[src/rtl/ioc_port_mon.sv]
module ioc_port_mon #(
  parameter int W = 8
) (
  input  logic         clk,
  input  logic         rst_n,
  input  logic [W-1:0] pins,
  input  logic         partner_pend,
  input  logic         wr_en,
  input  logic [2:0]   wr_sel,
  input  logic [W-1:0] wr_data,
  input  logic [2:0]   rd_sel,
  output logic [W-1:0] rd_data,
  input  logic         rd_port_evt,
  input  logic         rd_cap_evt,
  output logic         int_pend,
  output logic         int_drv,
  output logic         int_oe
);
  localparam int CW = 3;

  logic [W-1:0]  en_q, mode_q, ref_q, prev_q, flag_q, cap_q;
  logic [CW-1:0] cfg_q;
  logic          pend_q;

  wire [W-1:0] chg_hit = en_q & ~mode_q & (pins ^ prev_q);
  wire [W-1:0] dft_hit = en_q &  mode_q & (pins ^ ref_q);
  wire [W-1:0] hit     = chg_hit | dft_hit;
  wire         clr     = pend_q & (rd_port_evt | rd_cap_evt);
  wire         active  = pend_q | (cfg_q[2] & partner_pend);

  always_ff @(posedge clk or negedge rst_n) begin
    if (!rst_n) begin
      en_q <= '0; mode_q <= '0; ref_q <= '0; cfg_q <= '0;
    end else if (wr_en) begin
      case (wr_sel)
        3'd0: en_q   <= wr_data;
        3'd1: mode_q <= wr_data;
        3'd2: ref_q  <= wr_data;
        3'd3: cfg_q  <= wr_data[CW-1:0];
        default: ;
      endcase
    end
  end

  always_ff @(posedge clk or negedge rst_n) begin
    if (!rst_n) begin
      pend_q <= 1'b0; flag_q <= '0; cap_q <= '0; prev_q <= '0;
    end else begin
      if (!pend_q || clr) prev_q <= pins;
      if (clr) begin
        if (|dft_hit) begin
          flag_q <= dft_hit;
          cap_q  <= pins;
        end else begin
          pend_q <= 1'b0;
          flag_q <= '0;
        end
      end else if (!pend_q && |hit) begin
        pend_q <= 1'b1;
        flag_q <= hit;
        cap_q  <= pins;
      end
    end
  end

  always_comb begin
    case (rd_sel)
      3'd0:    rd_data = en_q;
      3'd1:    rd_data = mode_q;
      3'd2:    rd_data = ref_q;
      3'd3:    rd_data = {{(W-CW){1'b0}}, cfg_q};
      3'd4:    rd_data = flag_q;
      3'd5:    rd_data = cap_q;
      3'd6:    rd_data = pins;
      default: rd_data = '0;
    endcase
  end

  assign int_pend = pend_q;
  assign int_oe   = cfg_q[1] ? active : 1'b1;
  assign int_drv  = cfg_q[1] ? 1'b0 : (cfg_q[0] ? active : ~active);


  frozen_chk: assert property (@(posedge clk) disable iff (!rst_n)
    (int_pend && !rd_port_evt && !rd_cap_evt) |=> ($stable(flag_q) && $stable(cap_q)));

  clear_chk: assert property (@(posedge clk) disable iff (!rst_n)
    (int_pend && (rd_port_evt || rd_cap_evt) && !(|(en_q & mode_q & (pins ^ ref_q)))) |=> !int_pend);

  flag_set_chk: assert property (@(posedge clk) disable iff (!rst_n)
    $rose(int_pend) |-> (flag_q != '0));

  open_drain_chk: assert property (@(posedge clk) disable iff (!rst_n)
    cfg_q[1] |-> !int_drv);
endmodule

[config.mk]
export PLATFORM = sky130hd
export DESIGN_NAME = ioc_port_mon
export DESIGN_NICKNAME = d
export VERILOG_FILES = /design/src/rtl/ioc_port_mon.sv
export SDC_FILE = /design/constraint.sdc
export NUM_CORES = 1
export LEC_CHECK = 0
export BUFFER_PORTS_ARGS = -buffer_cell sky130_fd_sc_hd__buf_2
export CAP_MARGIN = 10
export CORE_MARGIN = 5
export CORE_UTILIZATION = 58
export CTS_CLUSTER_DIAMETER = 80
export CTS_CLUSTER_SIZE = 12
export DETAILED_ROUTE_END_ITERATION = 10
export PLACE_DENSITY = 0.8
export SLEW_MARGIN = 10
export SYNTH_ARGS = -nofsm -noshare
export SYNTH_HDL_FRONTEND = slang
export SYNTH_SLANG_ARGS = --single-unit
[constraint.sdc]
create_clock -name clk -period 2.9 [get_ports clk]
set_clock_uncertainty 0.2 [all_clocks]
set_input_delay 0.725 -clock clk [delete_from_list [all_inputs] [get_ports clk]]
set_output_delay 0.725 -clock clk [all_outputs]
set_load 0.02 [all_outputs]
## Word level (Yosys, flattened, before mapping)

Cells that the tools add are included.

- Flip-flop bits (word level): 52
- Output and inout bits: 11
- Word-level logic and storage cells: 59

- Eq/ne operators: 11
- Multiplexer cells: 13
- Bitwise operators: 13
- Reductions and logical operators: 14

Operator list:

| operator | number |
|---|---|
| one-hot mux 8 bit (7 select lines) | 1 |
| 2-to-1 mux 8 bit | 6 |
| AND 8 bit | 4 |
| OR reduction 8 bit | 2 |
| bitwise XOR 8 bit | 2 |
| == test 3 x 2 -> 1 bit (second input constant) | 4 |
| AND reduction 2 bit | 6 |
| == test 3 bit (second input constant) | 3 |
| inverter 8 bit | 1 |
| bitwise OR 8 bit | 1 |
| == test 3 x 1 -> 1 bit (second input constant) | 2 |
| zero test 3 bit | 2 |
| 2-to-1 mux 1 bit | 6 |
| AND 1 bit | 2 |
| != test 2 x 1 -> 1 bit (second input constant) | 1 |
| != test 2 bit (second input constant) | 1 |
| bitwise OR 1 bit | 2 |
| nonzero test 2 bit | 1 |
| logical AND 1 bit | 1 |
| zero test 1 bit | 1 |
| logical OR 1 bit | 1 |
| inverter 1 bit | 1 |

## Depth between registers and ports, before layout

Gate-level depths: netlist of run 1.

- Depth in word-level cells: 8
- Mapped depth: 6
- Gate-level depth less buffers: 5

## Worst setup path after synthesis of run 1

No wires, ideal clock.

- Path kind: in2out
- From: in rd_sel[1]
- To: out rd_data[0]
- Arrival: 2.116 ns
- Path slack: -0.141 ns
- Cell stages on the path: 6
- Buffers on the path: 2
- Path through: clkbuf_1 -> clkbuf_1 -> inv_1 -> nor2_1 -> a221oi_1 -> o21ai_0

- Word-level cells in the longest chain between the ends: 2
- Elaborated cells on any way between the ends: 8
- Those cells by class: eq/ne: 6; mux: 1; reduce/logical: 1

Ends and longest elaborated chain:

| what | RTL line | text |
|---|---|---|
| start, declared | 11 | `input logic [2:0] rd_sel,` |
| == test 3 bit, or another cell as far along | 67 | `case (rd_sel)` |
| one-hot mux 8 bit (7 select lines) * | 67 |  |
| end, declared | 12 | `output logic [W-1:0] rd_data,` |

Mark *: on every way between the ends. The rest lies on a longest branch, timed or not.

## Final worst setup path of run 1

Same ends and word-level chain as after synthesis.

==> impl_results.md, run 1 <==
- Status: finished clean
- P_leak: 1.429 nW
- GP Congestion: 1.005
- Register area: 1301 um^2
- Routed WL: 7.409 mm
- Fill count: 383
- Max Clock Freq: 357.8 MHz
- CTS sink count: 52
- Worst EP arrival: 1870 ps
- Routed Antenna Nets: 0
- Final setup fails: 0
- Type of the worst setup path: in2out
- CP max stage delay: 360 ps
- Most used DFF post-synth: dfrtp_1
- Synth Register Bits: 52
- Iteration-0 DRC Markers: 238
- Power Internal: 1.623 mW
- Combined area of the multi-input logic cells: 1597 um^2
- Gr usage total: 24.92%
- Sequential power share: 43.0%
- Most common cell in the netlist: dfrtp_1
- Root buf cell: clkbuf_8
- Ys Warns: 0
- Top cells by count, synth: dfrtp_1 (52), mux2_2 (47), nor2_1 (17)
- Power Density: 762.0 nW/um^2
- Worst slew pin tran: 683.5 ps
- Sequential area share after synthesis: 43.81%
- Core Area: 5042 um^2
- Syn nets: 300
- First-pass GRT wire length: 12.36 mm
- Die area: 6653 um^2
- Vias: 2,450
- Netlist Area Pre-Place: 2970 um^2
- Rel. slew slack: 54.44%
- I/O Buffers: 38
- # rows: 26
- Critical path launch point type: primary input
- Clock power share: 15.3%
- Dpl hpwl: 5.471 mm
- Place WS: 62.15 ps
- Worst-case clock buffer depth: 2
- Min Clock Period, post-route: 2795 ps
- Final period util: 96.39%
- Worst setup margin: 104.8 ps
- CTS tree: yes
- Total CTS buffers: 5
- RSZ-0062 raised after global routing: no
- Antenna diodes: 0
- Top-area cell type share of the netlist area: 43.81%
- Synth async-reset ratio: 100.0%
- Fin util: 67.69%
- CP Data Required Time: 1980 ps
- Gate power share: 41.7%
- Cell accounting for the most synthesized area: dfrtp_1
- Crit-path most repeated cell: buf_2
- 1st-pass router iterations: 5
- Vias in the first global route: 2,420
- VDD IR max: 0.0004076 V
- Initial antenna violation count: 0
- Sw Ratio: 37.61%
- Max-Cap Viols: 0
- Syn avg cell area: 10.92 um^2
- H-tree depth: 2
- Post-synthesis cell count: 272
- Total grt overflow: 0
- Share of cells above drive strength 1: 37.19%
- Reg2reg path depth: 5
- Slowest-stage cell, CP: mux2_2
- Initial Util: 58.91%
- Nets: 348
- Post-synth EDFFs: 0
- Layout area overhead: 14.91%
- Routed len/inst: 19.00 um
- Final hold vios: 0
- Die Ht: 81.57 um
- Hold-fix buffer count after cts: 0
- Setup crit end kind: output port
- HP Class: in2async
- DRC viols: 0
- Fin. max-slew vios: 0
- Skew-Pair Late Insertion Delay: 310 ps
- Sw Pwr: 0.9781 mW
- Largest net degree at the start of global routing: 30
- Clk slew on worst S/H paths: 90 ps
- Crit-path max FO: 11
- Synth cell types: 34
- Die X: 81.57 um
- IO Pins: 39
- Worst path cell trace: buf_2 > mux2_2 > a221oi_1 > o21ai_1 > buf_2
- Area contributors post-synth: dfrtp_1 (44%), mux2_2 (18%), xnor2_1 (4.7%)
- Vias per Instance: 6.282
-- cell usage in the layout (no fill, tap or decap), types with 2 or more instances in the layout --
| cell | synthesis | final |
|---|---|---|
| nor4bb_2 | 0 | 2 |
| nand2b_1 | 8 | 8 |
| a22oi_1 | 4 | 4 |
| a211oi_1 | 7 | 7 |
| nand2_1 | 15 | 15 |
| a21oi_1 | 10 | 10 |
| a22o_1 | 2 | 2 |
| clkbuf_8 | 0 | 5 |
| nor3_1 | 11 | 11 |
| buf_4 | 1 | 18 |
| o22ai_1 | 16 | 16 |
| mux4_2 | 3 | 3 |
| nor4_2 | 2 | 2 |
| buf_2 | 2 | 37 |
| mux2i_1 | 6 | 6 |
| and2_1 | 4 | 4 |
| nor2_1 | 17 | 17 |
| o21ai_1 | 0 | 2 |
| mux2_2 | 47 | 47 |
| xnor2_1 | 16 | 16 |
| a221oi_1 | 11 | 11 |
| inv_1 | 6 | 6 |
| dfrtp_1 | 52 | 52 |
| o21ai_0 | 7 | 5 |
-- per-layer routing --
layer	up-vias	routed length (um)	track usage (%)
li1	1111	-	-
met1	1217	3137	33.57
met2	106	3648	40.96
met3	16	491	4.496
met4	0	131	7.601
met5	-	0	0
-- final cells by class --
type                       instances  share of cell area (%)
tap                               70                   2.566
inverter                           6                  0.6598
timing repair buffer              56                   9.604
clock inverter                     1                  0.1466
sequential                        52                   38.12
clock buffer                       6                   2.126
multi-input combinational        199                   46.77
-- timing repair --
| action | CTS | global route |
|---|---|---|
| setup endpoints to repair | 0 | 5 |
| buffers inserted | 0 | 0 |
| gates resized for setup | 0 | 1 |
| hold endpoints to repair | 0 | 0 |
-- power by group through the flow --
stage	logic [mW]	clock network, mW	registers, mW
2_1_floorplan	0.807	0	1.08
3_3_place_gp	1.05	0	1.12
3_5_place_dp	1.07	0	1.13
4_1_cts	1.07	0.409	1.11
5_1_grt	1.18	0.447	1.14
6_report	1.08	0.399	1.12
-- per-stage QoR --
step / std cells / power (mW) / setup TNS (ps) / instance area, um^2 / hold slack, ps
2_1_floorplan: 272 / 1.885 / -26.20 / 2970 / 229.4
3_3_place_gp: 383 / 2.165 / 0 / 3333 / 288.8
3_5_place_dp: 383 / 2.198 / 0 / 3333 / 296.0
4_1_cts: 390 / 2.598 / 0 / 3411 / 116.4
5_1_grt: 390 / 2.772 / 0 / 3413 / 117.0
6_report: 390 / 2.601 / 0 / 3413 / 117.4
-- flip-flops by register name, summed over array words and instances, names as in the netlist --
signal	count
flag_q	8
cap_q	8
prev_q	8
ref_q	8
mode_q	8
int_pend	1
en_q	8
cfg_q	3
-- final timing paths --
check / from / endpoint / slack [ps]
worst min-delay path: rst_n / en_q[0] / 120
worst max register to register: ref_q[2] / cap_q[0] / 600
max in group asynchronous: rst_n / flag_q[4] / 1770
worst min register to register: cap_q[6] / cap_q[6] / 310
min in group clk: cap_q[6] / cap_q[6] / 310
worst max-delay path: rd_sel[1] / rd_data[0] / 100
-- worst max-delay path: cells and delay by family --
| kind | cells | cell delay, ps |
|---|---|---|
| buffers and inverters | 2 | 390 |
| multiplexers | 1 | 360 |
| AO/OA/AOI/OAI | 2 | 390 |
-- cells by family after synthesis --
logic type / synth area share (%)
XOR/XNOR: 5.013
flip-flops: 43.81
AND/OR/NAND/NOR: 10.95
multiplexers: 22.11
AO/OA/AOI/OAI: 15.25
buffers and inverters: 2.864
No activity file was read; power rests on OpenSTA's default activity.
==> run 2: changes to the inputs <==
Settings changed: CORE_UTILIZATION 58 to 62, PLACE_DENSITY 0.8 to 0.85.
Clock period 2.9 ns to 3.3 ns, I/O delays scaled along.
==> impl_results.md, run 2 (same netlist as run 1, synthesis figures left out) <==
- Status: finished clean
- Routed WL: 7.349 mm
- HP Class: in2async
- Initial Util: 63.31%
- Vias: 2,369
- Gr usage total: 25.72%
- Vias per Instance: 6.420
- Setup crit end kind: output port
- Max Clock Freq: 312.2 MHz
- Largest net degree at the start of global routing: 30
- Fill count: 360
- RSZ-0062 raised after global routing: no
- Nets: 342
- # rows: 25
- Commonest non-fill, non-tap cell in the layout: dfrtp_1
- Final hold vios: 0
- Core Area: 4692 um^2
- Worst slew pin tran: 552.2 ps
- H-tree depth: 2
- Iteration-0 DRC Markers: 208
- CTS sink count: 52
- Total CTS buffers: 5
- Reg2reg start: ref_q[3]
- CP Data Required Time: 2270 ps
- R2r endpoint: cap_q[4]
- Clk slew on worst S/H paths: 100 ps
- Antenna diodes: 0
- Critical path launch point type: primary input
- Setup crit end: rd_data[0]
- Register area: 1301 um^2
- Reg2reg path depth: 6
- Layout area overhead: 13.94%
- Fin. max-slew vios: 0
- Initial antenna violation count: 0
- Power Density: 705.8 nW/um^2
- Die area: 6275 um^2
- Max-Cap Viols: 0
- Rel. slew slack: 63.19%
- P_leak: 1.416 nW
- Crit-path max FO: 14
- Worst hold slack: 290.4 ps
- I/O Buffers: 38
- Hold-fix buffer count after cts: 0
- Die Ht: 79.22 um
- Vias in the first global route: 2,458
- Die X: 79.22 um
- DRC viols: 0
- Most frequent cells in the layout: dfrtp_1 (52), mux2_2 (47), buf_2 (38)
- CTS-repair resized insts: 0
- Dpl hpwl: 5.264 mm
- Min Clock Period, post-route: 3203 ps
- IO Pins: 39
- Type of the worst setup path: in2out
- Final setup fails: 0
- Skew-Pair Late Insertion Delay: 310 ps
- First-pass GRT wire length: 12.47 mm
- Root buf cell: clkbuf_8
- CTS tree: yes
- Final period util: 97.07%
- Worst-case clock buffer depth: 2
- Total grt overflow: 0
- Post-CTS Setup Inserts: 0
- Share of cells above drive strength 1: 36.51%
- Reg2reg setup slack: 960 ps
- Worst EP arrival: 2180 ps
- Routed len/inst: 19.92 um
- VDD IR max: 0.0005023 V
- Critical path startpoint: rd_sel[1]
- Setup TNS: 0 ps
- 1st-pass router iterations: 4
- Combined area of the multi-input logic cells: 1597 um^2
- Routed Antenna Nets: 0
- GP Congestion: 0.9335
==> run 2: cell types whose count changed in the layout (fill, tap and decap cells not counted), moves of 2 or more <==
cell	change
buf_4	-6
o21ai_0	+2
o21ai_1	-2
clkinv_4	+2
==> run 2: report_power, final <==
| group | switching (mW) | leakage (nW) | total (mW) | internal, mW |
|---|---|---|---|---|
| Sequential | 0.151 | 0.622 | 0.978 | 0.827 |
| Clock | 0.219 | 0.0583 | 0.448 | 0.229 |
| Combinational | 0.507 | 0.736 | 0.963 | 0.456 |
| Total | 0.877 | 1.42 | 2.39 | 1.51 |
==> run 2: per-stage QoR <==
step	total power [mW]	utilization, %	instances	area [um^2]	setup WS, ps
6_report	2.389	72.13	369	3385	96.58
5_1_grt	2.535	72.13	369	3385	86.16
4_1_cts	2.382	72.13	369	3385	165.4
3_5_place_dp	1.932	69.65	361	3268	179.0
3_3_place_gp	1.896	69.65	361	3268	204.5
2_1_floorplan	1.656	-	272	2970	59.34
==> run 2: final cells by class <==
| type | count | area share [%] |
|---|---|---|
| Sequential cell | 52 | 38.45 |
| Timing Repair Buffer | 50 | 8.281 |
| Inverter | 6 | 0.6654 |
| Clock inverter | 3 | 1.405 |
| Clock buffer | 5 | 2.033 |
| Multi-Input combinational cell | 199 | 47.17 |
| Tap cell | 54 | 1.996 |
==> run 2: how the worst min path moves through the flow <==
| stage | startpoint | to | slack, ps | cells after the start |
|---|---|---|---|---|
| after detailed placement | cap_q[4] | cap_q[4] | 290 | 1 |
| after global routing | rst_n | cfg_q[2] | 320 | 1 |
| after global placement | cap_q[4] | cap_q[4] | 290 | 1 |
| final | rst_n | cfg_q[2] | 290 | 1 |
| after CTS | rst_n | cfg_q[2] | 300 | 1 |
| after floorplan | cap_q[4] | cap_q[4] | 270 | 1 |
==> run 2: per-layer routing <==
layer  global-route usage (%)  up-vias  routed length (um)
met5                        0        -                   0
met4                    7.904        0                 109
met3                    4.195       13                 420
met2                    40.82       84                3599
met1                    36.30     1165                3220
li1                         -     1107                   -
==> run 2: worst max-delay path, cell delays in order <==
cell and delay (ps):
buf_2 280, inv_1 190, nor2_1 270, a221oi_1 120, o21ai_0 270, buf_2 220
